<file path="src/rtl/twowire_mem_slave.sv">
module twowire_mem_slave #(
  parameter int AW = 8,
  parameter int PW = 4,
  parameter logic [3:0] ARR_CODE = 4'b1010,
  parameter logic [3:0] PROT_CODE = 4'b0110
) (
  input  logic          clk,
  input  logic          rst_n,
  input  logic          scl_i,
  input  logic          sda_i,
  input  logic [2:0]    sel_i,
  output logic          sda_oe_n,
  output logic [AW-1:0] rd_addr,
  input  logic [7:0]    rd_data,
  output logic          wr_req,
  output logic [AW-1:0] wr_addr,
  output logic [7:0]    wr_data,
  output logic          wr_prot,
  output logic          wr_commit,
  input  logic          busy_i,
  input  logic          prot_set_i
);
  localparam logic [2:0] S_IDLE = 3'd0, S_CTRL = 3'd1, S_ADDR = 3'd2,
                         S_WDAT = 3'd3, S_RD = 3'd4;

  logic [1:0] scl_m, sda_m;
  logic scl_q, sda_q;
  logic [2:0] st;
  logic [3:0] cnt;
  logic [7:0] sh, tx;
  logic [AW-1:0] ptr;
  logic drv, prot_q, have_data;

  wire scl_s = scl_m[1];
  wire sda_s = sda_m[1];
  wire start_det = scl_s & scl_q & sda_q & ~sda_s;
  wire stop_det  = scl_s & scl_q & ~sda_q & sda_s;
  wire rise = scl_s & ~scl_q;
  wire fall = ~scl_s & scl_q;
  wire rd_phase = (st == S_RD);

  wire cs_ok = (sh[3:1] == sel_i);
  wire ctrl_ack = ~busy_i & cs_ok &
                  ((sh[7:4] == ARR_CODE) | ((sh[7:4] == PROT_CODE) & ~sh[0] & ~prot_set_i));
  wire byte_ack = (st == S_CTRL) ? ctrl_ack : ~busy_i;
  wire [AW-1:0] page_next = {ptr[AW-1:PW], ptr[PW-1:0] + 1'b1};

  assign sda_oe_n = ~drv;
  assign rd_addr  = ptr;

  always_ff @(posedge clk or negedge rst_n) begin
    if (!rst_n) begin
      scl_m <= 2'b11; sda_m <= 2'b11; scl_q <= 1'b1; sda_q <= 1'b1;
      st <= S_IDLE; cnt <= '0; sh <= '0; tx <= '0; ptr <= '0;
      drv <= 1'b0; prot_q <= 1'b0; have_data <= 1'b0;
      wr_req <= 1'b0; wr_addr <= '0; wr_data <= '0; wr_prot <= 1'b0; wr_commit <= 1'b0;
    end else begin
      scl_m <= {scl_m[0], scl_i};
      sda_m <= {sda_m[0], sda_i};
      scl_q <= scl_s;
      sda_q <= sda_s;
      wr_req <= 1'b0;
      wr_commit <= 1'b0;
      if (start_det) begin
        st <= S_CTRL; cnt <= '0; drv <= 1'b0; have_data <= 1'b0;
      end else if (stop_det) begin
        if (st == S_WDAT && have_data) wr_commit <= 1'b1;
        st <= S_IDLE; drv <= 1'b0; have_data <= 1'b0;
      end else begin
        case (st)
          S_CTRL, S_ADDR, S_WDAT: begin
            if (rise && cnt < 4'd8) begin
              sh  <= {sh[6:0], sda_s};
              cnt <= cnt + 1'b1;
            end else if (fall && cnt == 4'd8) begin
              if (byte_ack) begin
                drv <= 1'b1;
                cnt <= 4'd9;
                if (st == S_CTRL) prot_q <= (sh[7:4] == PROT_CODE);
                if (st == S_ADDR && !prot_q) ptr <= sh[AW-1:0];
                if (st == S_WDAT) begin
                  wr_req <= 1'b1; wr_addr <= ptr; wr_data <= sh; wr_prot <= prot_q;
                  have_data <= 1'b1;
                  if (!prot_q) ptr <= page_next;
                end
              end else begin
                st <= S_IDLE;
              end
            end else if (fall && cnt == 4'd9) begin
              cnt <= '0;
              if (st == S_CTRL && sh[0]) begin
                st <= S_RD; tx <= rd_data; drv <= ~rd_data[7]; ptr <= ptr + 1'b1;
              end else begin
                drv <= 1'b0;
                if (st == S_CTRL) st <= S_ADDR;
                else if (st == S_ADDR) st <= S_WDAT;
              end
            end
          end
          S_RD: begin
            if (rise) begin
              if (cnt < 4'd8) cnt <= cnt + 1'b1;
              else if (cnt == 4'd8) begin
                if (sda_s) st <= S_IDLE;
                else cnt <= 4'd9;
              end
            end else if (fall) begin
              if (cnt >= 4'd1 && cnt <= 4'd7) begin
                tx <= {tx[6:0], 1'b0}; drv <= ~tx[6];
              end else if (cnt == 4'd8) begin
                drv <= 1'b0;
              end else if (cnt == 4'd9) begin
                cnt <= '0; tx <= rd_data; drv <= ~rd_data[7]; ptr <= ptr + 1'b1;
              end
            end
          end
          default: ;
        endcase
      end
    end
  end
endmodule

</file>
<file path="config.mk">
export PLATFORM = sky130hd
export DESIGN_NAME = twowire_mem_slave
export DESIGN_NICKNAME = d
export VERILOG_FILES = /design/src/rtl/twowire_mem_slave.sv
export SDC_FILE = /design/constraint.sdc
export NUM_CORES = 1
export LEC_CHECK = 0
export BUFFER_PORTS_ARGS = -buffer_cell sky130_fd_sc_hd__buf_2
export CELL_PAD_IN_SITES_DETAIL_PLACEMENT = 1
export CELL_PAD_IN_SITES_GLOBAL_PLACEMENT = 1
export CORE_ASPECT_RATIO = 0.8
export CORE_MARGIN = 2
export CORE_UTILIZATION = 45
export CTS_CLUSTER_SIZE = 40
export DETAILED_ROUTE_END_ITERATION = 10
export PLACE_DENSITY_LB_ADDON = 0.1
export SYNTH_ARGS = -nofsm -noshare
export SYNTH_HDL_FRONTEND = slang
export SYNTH_SLANG_ARGS = --single-unit
export TNS_END_PERCENT = 100
</file>
<file path="constraint.sdc">
create_clock -name clk -period 2.5 [get_ports clk]
set_input_delay 0.125 -clock clk [delete_from_list [all_inputs] [get_ports clk]]
set_output_delay 0.125 -clock clk [all_outputs]
set_load 0.005 [all_outputs]
</file>
### Yosys cells after proc, flatten, opt, wreduce, memory -nomap -nowiden

Cells that the tools add are included.

* logic and storage cells: 205
* register bits after elaboration: 58
* input port bits: 17

* $add $sub $neg: 3
* bitwise gates (word level): 25
* $lt $le $gt $ge: 3
* multiplexer cells: 84
* reduce and logical (&&, ||, !) cells: 26
* equal/unequal tests: 46

Operators by type and width (count)
* $mux 8: 13
* $mux 7: 9
* $mux 4: 14
* $ne 4x4->1 const B: 10
* $mux 3: 13
* $mux 1: 30
* $ne 5x5->1 const B: 5
* $reduce_and 7->1: 3
* $ne 2x2->1 const B: 9
* $pmux 8 s2: 1
* $reduce_bool 3->1: 5
* $pmux 7 s2: 1
* $not 1->1: 13
* $reduce_and 13->1: 1
* $eq 4x4->1 const B: 3
* $ne 3x3->1 const B: 4
* $reduce_and 12->1: 1
* $and 1x1->1: 11
* $reduce_and 11->1: 1
* $reduce_and 10->1: 1
* $reduce_and 9->1: 1
* $add 4x1->4 const B: 2
* $add 8x1->8 const B: 1
* $ne 4x3->1 const B: 2
* other kinds (26): 33

### Depth between registers and ports, before layout

Gate-level depths: netlist of run 1.

* word-level depth: 12
* mapped depth: 9
* depth with buffers taken out: 8

### Worst setup path after synthesis of run 1

No wires, ideal clock.

* kind: register -> register
* start point: reg scl_q
* end point: reg (tool-made name)
* buffers on the path: 1
* library setup time: 126 ps
* required time: 2374 ps
* data arrival time: 2107 ps
* slack: 266 ps
* cell stages (with the launch flop): 8
* path through: dfstp_2 -> buf_4 -> and4bb_2 -> nand2_1 -> a311oi_4 -> nand3_4 -> o31a_1 -> a311o_1

RTL lines
* start: declaration: line 27 `logic scl_q, sda_q;`
* start signal: assignment: line 60 `scl_q <= scl_s;`

==> run_results.csv, run 1 <==
group,metric,value,unit
setup_path,cp_cell_sequence,"and4bb_2, nand2_2, a311oi_4, nand3_4, o31a_1, a311o_1",
logic_synthesis,ys_warn_count,0,
setup_path,crit_required,2.74,ns
setup_path,end_kind,"register",
cts,cts.sinks,58,
placement,numPortBuffers,44,
grt,antenna_found_initial,0,
timing,final-hold-violation-count,0,
grt,grt.total_usage,0.238,
final_layout,drive_above_1_share,0.349,
flow_run,max_cap_viol_count,0,
setup_path,r2r_start,"scl_q",
logic_synthesis,synth_ff_type,"dfrtp_1",
timing,setup_viol,0,
setup_path,critPathLaunch,"scl_q",
power_and_ir_drop,ir_drop,0.591,mV
final_layout,num-nets-final,390,
setup_path,critical_path.top_delay_family,"compound AO/OA/AOI/OAI gates",
timing,finClkSkew,0.00882,ns
final_layout,area_growth,22.6,%
min_path,holdCritStartpoint,"rd_data[0]",
logic_synthesis,ys_ff_latch,58,
setup_path,cpPeakStageDelay,0.61,ns
die,pin_count,45,
grt,grt_pass1_wl,14100,um
detailed_routing,ant_nets,0,
logic_synthesis,yosysMostFrequentCell,"dfrtp_1",
placement,dp_cells,439,
timing,worst_slew_pin_slew,0.730,ns
die,die_y,78.5,um
logic_synthesis,ys_top_cells_by_area,"dfrtp_1 (42%), mux2_2 (9.4%), dfstp_2 (5.1%)",
timing,slew_viol_final,0,
run_status,status,"completed",
die,initial_core_util,0.459,
cts,root_buffer,"clkbuf_8",
logic_synthesis,synthArstFlopShare,1.00,
setup_path,r2r_slack,0.11,ns
die,die_w,97.1,um
timing,final.min_clock_period,2.39,ns
timing,max_freq,419,MHz
logic_synthesis,ys_seq_area_frac,0.468,
setup_path,crit_cells,6,
cts,cts_tree,"built",
power_and_ir_drop,power_density,938,nW/um^2
setup_path,crit_fanout,11,
logic_synthesis,netlist_area,3120,sq um
logic_synthesis,synth_nets,318,
cts,cts-buffers-inserted,9,
detailed_routing,via_per_inst,5.68,
logic_synthesis,synth_top_cell_by_area,"dfrtp_1",
setup_path,worstSetupStartpointType,"register",
grt,grt_pass1_vias,2646,
logic_synthesis,synth_cell_types,58,
detailed_routing,routedWlPerCell,18.5,um
timing,maxSlewHeadroom,0.511,
setup_path,path_class,"register to register",
setup_path,cpMaxStageDelayCell,"dfstp_2",
grt,grt_max_degree,27,
final_layout,instances_no_fill,460,
power_and_ir_drop,leakage,0.00177,uW
setup_path,ff2ff_path_depth,6,
placement,dp_hpwl,6220,um
timing,whs,0.0461,ns
setup_path,crit_buf_inv,0,
detailed_routing,drt_wl_total,8530,um
die,dieArea,7620,sq um
detailed_routing,vias,2611,
placement,place_congestion,0.900,
setup_path,cp_data_arrival_time,2.62,ns
final_layout,antenna_cells,0,
detailed_routing,route.detailed.drc,0,
cts,path_clk_slew,0.08,ns
grt,gr-total-overflow,0,
logic_synthesis,netlist_instances,296,
logic_synthesis,synth.avg_cell_area,10.5,sq um
detailed_routing,drt_iter0_markers,132,
timing,finalCritPeriodShare,0.956,
min_path,hp-class,"input pin to register",
logic_synthesis,synth_edf_count,0,
logic_synthesis,yosys.area.top_type_share,0.417,
die,core_area,6790,sq um
logic_synthesis,netlist_top_cells_count,"dfrtp_1 (52), nor2_1 (28), mux2_2 (26)",
cts,cts_htree_levels,3,
cts,clock_path_buffers,2,
cts,clock_latency,0.35,ns
die,placementRows,27,
detailed_routing,drt_pass1_iterations,4,
-- state kept, by name, indices dropped and copies added, names as in the netlist, 2 cells and up, named ones only --
signal,cells
scl_m,2
rd_addr,4
sda_m,2
wr_data,8
wr_addr,8
tx,7
sh,8
cnt,4
st,3
-- timing repair --
| action | 4_1_cts | 5_1_grt |
|---|---|---|
| hold buffers | 3 | 0 |
| gates resized for setup | 0 | 2 |
| hold endpoints to repair | 26 | 0 |
| buffers inserted | 0 | 2 |
| setup endpoints to repair | 0 | 4 |
-- worst min path at each step --
stage                      end  slack (ns)  cells after the start
detailed placement  wr_addr[3]        0.15                      1
global placement    wr_addr[3]        0.15                      1
floorplan            async pin       -0.17                      0
finish                   tx[0]        0.05                      3
CTS                      tx[0]        0.03                      3
global route             tx[0]        0.05                      3
-- cell usage in the layout, fill, tap and decap left out, types with 4 or more instances in the layout --
master,Yosys,layout
a21oi_1,17,17
and3_1,5,5
buf_2,4,44
buf_4,4,25
clkbuf_8,0,9
dfrtp_1,52,52
dfstp_2,6,6
ha_1,5,5
inv_1,10,10
mux2_2,26,26
mux2i_1,7,7
nand2_1,18,17
nand3_1,9,9
nand3b_1,4,4
nor2_1,28,28
nor2b_1,4,4
nor3_1,5,5
nor4b_1,4,4
o21ai_0,14,14
o22a_1,7,7
o31a_1,5,5
xnor2_1,4,4
-- power breakdown --
group	leakage [uW]	switching (uW)	internal, uW
clock	0.0000921	425	466
combinational	0.000952	717	604
sequential	0.000725	232	1140
-- stage by stage --
step                      worst slack [ns]  cell area [sq um]   util  power, uW  TNS [ns]
after floorplan                      0.266               3120      -       2150         0
after global placement               0.184               3570  0.525       2620         0
after detailed placement             0.119               3570  0.525       2670         0
after CTS                            0.106               3800  0.560       3590         0
after global routing              -0.00336               3820  0.563       3820  -0.00336
final                                0.111               3820  0.563       3590         0
-- cells by family after synthesis --
group	count (synthesis)	share of synthesized area
buffers and inverters	23	0.0369
multiplexers	33	0.116
adder cells (fa/ha/maj)	5	0.0201
AO/OA/AOI/OAI	71	0.164
XOR/XNOR	5	0.0140
AND/OR/NAND/NOR	101	0.181
flip-flops	58	0.468
-- metal layers --
metal / global-route usage / vias up / part of all wire / routed length (um)
met4: 0.0634 / 0 / 0.012 / 104
met2: 0.360 / 63 / 0.45 / 3820
met1: 0.345 / 1310 / 0.48 / 4130
met3: 0.0552 / 9 / 0.057 / 482
li1: - / 1229 / - / -
met5: 0 / - / 0 / 0
-- cell type report --
cell class                 count  area, sq um
sequential                    58         1460
clock buffer                   9          124
inverter                      11         41.3
multi-input combinational    215         1550
clock inverter                 7         78.8
fill                         779         2970
timing repair buffer          73          458
tap                           87          109
-- worst register-to-register path, cell delays in order (launching register included) --
cell	delay, ns
dfstp_2	0.61
and4bb_2	0.34
nand2_2	0.15
a311oi_4	0.36
nand3_4	0.19
o31a_1	0.34
a311o_1	0.31
(Power assumes the default switching activity.)
==> inputs of run 2 (changes only) <==
--- a/config.mk
+++ b/config.mk
@@ -5,12 +5,13 @@
 export SDC_FILE = /design/constraint.sdc
 export NUM_CORES = 1
 export LEC_CHECK = 0
+export ABC_AREA = 1
 export BUFFER_PORTS_ARGS = -buffer_cell sky130_fd_sc_hd__buf_2
 export CELL_PAD_IN_SITES_DETAIL_PLACEMENT = 1
 export CELL_PAD_IN_SITES_GLOBAL_PLACEMENT = 1
 export CORE_ASPECT_RATIO = 0.8
 export CORE_MARGIN = 2
-export CORE_UTILIZATION = 45
+export CORE_UTILIZATION = 42
 export CTS_CLUSTER_SIZE = 40
 export DETAILED_ROUTE_END_ITERATION = 10
 export PLACE_DENSITY_LB_ADDON = 0.1
==> run 2 against run 1 <==
  * Sequential share of layout area increased by 0.063 points
  * Clock-buffer cell count increased by 1
  * Via count increased by 13%
  * Clock skew decreased by 0.0023 ns
  * Die area increased by 11%
  * Worst hold slack got worse by 0.025 ns
  * Sequential power about the same
  * Fmax increased by 15%
  * Final cell count increased by 28%
  * Register-to-register slack improved by 0.30 ns
  * Largest cell class unchanged
==> run_results.csv, run 2 <==
group,metric,value,unit
run_status,status,"completed",
grt,antenna_found_initial,0,
placement,numPortBuffers,44,
timing,maxSlewHeadroom,0.756,
power_and_ir_drop,ir_drop,0.398,mV
final_layout,reg_top3,"sh: 8 flops, wr_addr: 8 flops, wr_data: 8 flops",
final_layout,fillers,971,
logic_synthesis,synthArstFlopShare,1.00,
grt,grt_max_degree,59,
timing,max_freq,479,MHz
die,pin_count,45,
logic_synthesis,synth_cell_types,39,
logic_synthesis,ys_warn_count,0,
detailed_routing,ant_nets,0,
final_layout,fin_util,0.512,
logic_synthesis,netlist_instances,426,
timing,worst_slew_pin_slew,0.365,ns
final_layout,num-nets-final,502,
timing,final-hold-violation-count,0,
logic_synthesis,ys_top_cells_by_area,"dfrtp_1 (40%), nand2_1 (14%), inv_1 (5.6%)",
grt,grt.total_usage,0.226,
final_layout,antenna_cells,0,
detailed_routing,via_per_inst,5.00,
cts,post-cts-setup-buffer-count,0,
timing,setup_viol,0,
logic_synthesis,ys_ff_latch,58,
die,dieArea,8490,sq um
timing,slew_viol_final,0,
logic_synthesis,synth.avg_cell_area,7.66,sq um
logic_synthesis,netlist_top_cells_count,"nand2_1 (124), dfrtp_1 (52), inv_1 (49)",
timing,finalCritPeriodShare,0.834,
final_layout,area_growth,17.0,%
final_layout,layout_commonest_cell,"nand2_1",
placement,place_congestion,0.797,
final_layout,drive_above_1_share,0.212,
logic_synthesis,yosysMostFrequentCell,"nand2_1",
setup_path,cp_data_arrival_time,2.31,ns
detailed_routing,routedWlPerCell,15.0,um
cts,root_buffer,"clkbuf_8",
logic_synthesis,yosys.area.top_type_share,0.399,
timing,final.min_clock_period,2.09,ns
cts,path_clk_slew,0.07,ns
power_and_ir_drop,leakage,0.00198,uW
cts,cts-buffers-inserted,9,
cts,clock_latency,0.35,ns
cts,cts_tree,"built",
final_layout,final_cell_mix,"nand2_1 (124), dfrtp_1 (52), inv_1 (49)",
timing,grt_setup_unrepaired,"false",
setup_path,end_kind,"register",
grt,gr-total-overflow,0,
logic_synthesis,synth_ff_type,"dfrtp_1",
die,die_y,82.8,um
die,die_w,103,um
power_and_ir_drop,power_density,978,nW/um^2
setup_path,path_class,"register to register",
timing,finalSetupTns,0,ns
setup_path,worstSetupStartpointType,"register",
detailed_routing,drt_wl_total,8850,um
placement,dp_hpwl,6510,um
detailed_routing,route.detailed.drc,0,
cts,cts_htree_levels,3,
logic_synthesis,ys_seq_area_frac,0.447,
cts,clock_path_buffers,2,
timing,finClkSkew,0.00648,ns
grt,grt_pass1_wl,15000,um
detailed_routing,drt_iter0_markers,153,
die,placementRows,28,
detailed_routing,vias,2951,
cts,cts.sinks,58,
die,initial_core_util,0.437,
logic_synthesis,synth_nets,448,
logic_synthesis,synth_edf_count,0,
die,core_area,7460,sq um
setup_path,crit_fanout,9,
grt,grt_pass1_vias,2936,
setup_path,crit_required,2.72,ns
logic_synthesis,netlist_area,3260,sq um
min_path,hp-class,"input pin to register",
flow_run,max_cap_viol_count,0,
logic_synthesis,synth_top_cell_by_area,"dfrtp_1",
detailed_routing,drt_pass1_iterations,4,
[run 2: cell count changes after synthesis, sizes merged, moves of 7 or more]
cell,before,now
nand3,10,31
nand2,18,133
nor2,28,47
o22a,7,0
inv,10,53
nand4,2,9
o21ai,15,52
a21oi,17,5
mux2,26,0
[run 2: stage by stage]
| step | total power [uW] | cell area, sq um | std cells | worst slack [ns] | hold slack (ns) |
|---|---|---|---|---|---|
| 2_1_floorplan | 2430 | 3260 | 426 | 0.818 | -0.171 |
| 3_3_place_gp | 2820 | 3600 | 571 | 0.486 | 0.153 |
| 3_5_place_dp | 2890 | 3600 | 571 | 0.452 | 0.159 |
| 4_1_cts | 3760 | 3820 | 590 | 0.440 | 0.0198 |
| 5_1_grt | 4040 | 3820 | 590 | 0.178 | 0.0394 |
| 6_report | 3730 | 3820 | 590 | 0.414 | 0.0208 |
[run 2: area by class of cell]
cell class              instances  area (sq um)  area share
clock buffers                  10           128      0.0334
clock inverters                 6          57.6      0.0151
inverters                      53           199      0.0521
multi-input cells             308          1560       0.408
flip-flops and latches         58          1460       0.382
well taps                     105           131      0.0344
repair buffers                 50           285      0.0747
[run 2: logic make-up after synthesis]
family / share of synthesized area
simple gates: 0.325
mux: 0.00614
buf+inv: 0.0752
flops: 0.447
xor+xnor: 0.00806
fa+ha+maj: 0.0192
compound gates: 0.119
[run 2: final timing paths]
kind,depth (start not counted),slack [ns],start,endpoint
max reg2reg,11,0.41,cnt[0],cnt[0]
max in group asynchronous,3,1.87,rst_n,sda_m[0]
max,11,0.41,cnt[0],cnt[0]
min in group asynchronous,3,0.29,rst_n,cnt[2]
min reg2reg,0,0.36,scl_m[0],scl_m[1]
min,3,0.02,rd_data[0],tx[0]
[run 2: power breakdown]
| part | leakage [uW] | internal [uW] | total [uW] | switching, uW |
|---|---|---|---|---|
| combinational | 0.00114 | 502 | 1500 | 1000 |
| clock | 0.0000958 | 453 | 855 | 402 |
| sequential | 0.000752 | 1160 | 1380 | 216 |
| total | 0.00198 | 2110 | 3730 | 1620 |
[run 2: what timing repair did]
action / in CTS / in global routing
hold buffers: 3 / 0
gates resized for setup: 0 / 0
endpoints found under the hold margin: 54 / 0
[run 2: critical path, stage by stage, from the launching register on]
cell and delay, ns:
dfrtp_1 0.44, inv_1 0.12, ha_1 0.22, nand3_4 0.15, nor2_8 0.20, nor2_1 0.14
nand3_1 0.09, nand3_1 0.09, nor2_2 0.22, nand2_2 0.12, nand2_1 0.07, nand2_1 0.09
[run 2: per-layer routing]
layer  track usage  vias to the layer above  wire length [um]
li1              -                     1487                 -
met1         0.351                     1408              4600
met2         0.317                       51              3840
met3        0.0522                        5               361
met4        0.0545                        0                48
met5             0                        -                 0
==> inputs of run 3 (changes only) <==
--- a/config.mk
+++ b/config.mk
@@ -11,7 +11,7 @@
 export CELL_PAD_IN_SITES_GLOBAL_PLACEMENT = 1
 export CORE_ASPECT_RATIO = 0.8
 export CORE_MARGIN = 2
-export CORE_UTILIZATION = 42
+export CORE_UTILIZATION = 38
 export CTS_CLUSTER_SIZE = 40
 export DETAILED_ROUTE_END_ITERATION = 10
 export PLACE_DENSITY_LB_ADDON = 0.1
==> constraint.sdc (replaced) <==
create_clock -name clk -period 1.75 [get_ports clk]
set_input_delay 0.0875 -clock clk [delete_from_list [all_inputs] [get_ports clk]]
set_output_delay 0.0875 -clock clk [all_outputs]
set_load 0.005 [all_outputs]
==> run 3 against run 2 <==
  * The run now ends with setup timing left
  * Total power up 78%
  * Sequential cell count unchanged
  * Design area rose by 24%
  * Die area increased by 10%
  * Sequential power increased by 41%
  * Wire length grew 24%
  * Critical path depth is 1 lower
  * Clock power up 66%
  * Clock-buffer cell count rose by 1
  * Register-to-register slack worse by 0.48 ns
  * Highest routed layer unchanged
==> run_results.csv, run 3 (synthesized netlist as in run 2, its figures left out) <==
group,metric,value,unit
run_status,status,"finished, violations left",
run_status,violations,"setup timing",
final_layout,drive_above_1_share,0.403,
timing,worst_slew_pin_slew,0.544,ns
timing,finClkSkew,0.00980,ns
timing,slew_viol_final,0,
die,initial_core_util,0.388,
cts,path_clk_slew,0.07,ns
placement,dp_cells,626,
die,placementRows,30,
timing,setup_ws,-0.0637,ns
power_and_ir_drop,ir_drop,0.637,mV
final_layout,antenna_cells,0,
cts,root_buffer,"clkbuf_8",
grt,grt_pass1_wl,17700,um
timing,finalSetupTns,-0.423,ns
final_layout,layout_commonest_cell,"nand2_1",
detailed_routing,drt_iter0_markers,105,
min_path,hp-class,"input pin to register",
placement,place_congestion,0.844,
grt,met3_usage,0.0419,
final_layout,fin_util,0.563,
die,pin_count,45,
cts,clock_latency,0.35,ns
setup_path,path_class,"register to register",
grt,grt_max_degree,27,
timing,grt_setup_unrepaired,"true",
grt,gr-total-overflow,0,
setup_path,cp_data_arrival_time,2.10,ns
detailed_routing,routedWlPerCell,16.6,um
final_layout,final_cell_mix,"nand2_1 (109), buf_4 (49), dfrtp_1 (48)",
setup_path,crit_required,2.04,ns
cts,clock_path_buffers,2,
timing,final.min_clock_period,1.81,ns
detailed_routing,via_per_inst,5.10,
final_layout,instances_no_fill,661,
final_layout,area_growth,45.1,%
cts,cts_tree,"built",
grt,use_met1,0.348,
placement,numPortBuffers,44,
timing,final-hold-violation-count,0,
grt,grt.busiest_layer,"met2",
detailed_routing,route.detailed.drc,0,
final_layout,num-nets-final,566,
grt,grt.total_usage,0.244,
power_and_ir_drop,power_density,1410,nW/um^2
placement,dpl_cell_area,3980,sq um
setup_path,worstSetupStartpointType,"register",
final_layout,reg_top3,"sh: 8 flops, wr_addr: 8 flops, wr_data: 8 flops",
cts,cts_htree_levels,3,
power_and_ir_drop,leakage,0.00240,uW
setup_path,crit_fanout,5,
grt,met2_usage,0.395,
power_and_ir_drop,finalPower,6650,uW
timing,setup_viol,16,
timing,maxSlewHeadroom,0.638,
flow_run,max_cap_viol_count,0,
grt,antenna_found_initial,0,
setup_path,end_kind,"register",
cts,cts-buffers-inserted,9,
grt,grt_pass1_vias,3425,
die,die_w,108,um
placement,dp_hpwl,7440,um
detailed_routing,vias,3370,
detailed_routing,drt_pass1_iterations,4,
detailed_routing,ant_nets,0,
timing,max_freq,551,MHz
detailed_routing,drt_wl_total,10900,um
cts,cts.sinks,58,
die,core_area,8410,sq um
final_layout,stdcell_area,4730,sq um
die,die_y,86.9,um
die,dieArea,9350,sq um
timing,finalCritPeriodShare,1.04,
[run 3: final cells by class]
cell class              instances  area, sq um
clock buffers                  11          141
clock inverters                 5         77.6
fillers                      1048         3670
inverters                      53          204
multi-input cells             308         1830
flip-flops and latches         58         1460
well taps                     112          140
repair buffers                114          875
[run 3: power by group]
group / total (uW) / internal (uW) / switching, uW
Combinational: 3290 / 1390 / 1900
Sequential: 1950 / 1660 / 287
Clock: 1420 / 836 / 581
[run 3: through the flow]
| stage | worst slack, ns | hold slack, ns |
|---|---|---|
| 2_1_floorplan | 0.0678 | -0.208 |
| 6_report | -0.0637 | 0.00987 |
| 4_1_cts | -0.0739 | 0.00703 |
| 5_1_grt | -0.169 | 0.00219 |
| 3_5_place_dp | -0.194 | 0.112 |
| 3_3_place_gp | -0.0951 | 0.103 |
[run 3: metal layers]
| layer | vias up | wire length, um |
|---|---|---|
| li1 | 1620 | - |
| met1 | 1665 | 5150 |
| met2 | 72 | 5270 |
| met3 | 13 | 408 |
| met4 | 0 | 117 |
| met5 | - | 0 |
[run 3: path summary, 6_finish.rpt]
kind / startpoint / slack (ns) / to / depth (start not counted)
worst min-delay path: rd_data[5] / 0.01 / tx[5] / 3
worst max-delay path: cnt[1] / -0.06 / cnt[0] / 10
worst max register to register: cnt[1] / -0.06 / cnt[0] / 10
max in group asynchronous: rst_n / 0.89 / sda_m[0] / 3
min in group asynchronous: rst_n / 0.26 / sh[5] / 2
worst min register to register: scl_m[0] / 0.36 / scl_m[1] / 0
[run 3: critical path, stage by stage, from the launching register on]
cell and delay [ns]:
dfrtp_1 0.42, inv_2 0.11, ha_4 0.15, nand3_4 0.13, buf_4 0.17, o211ai_1 0.20, nand3_2 0.13, nor2_4 0.18
buf_4 0.14, nand3_1 0.06, nand2_1 0.06
[run 3: what timing repair did]
action | in CTS | in global routing
cloned | 1 | 1
endpoints found under the hold margin | 24 | 0
endpoints found under the setup margin | 42 | 42
pin swaps | 20 | 22
gates resized for setup | 56 | 47
hold buffers | 5 | 0
buffers inserted | 8 | 4
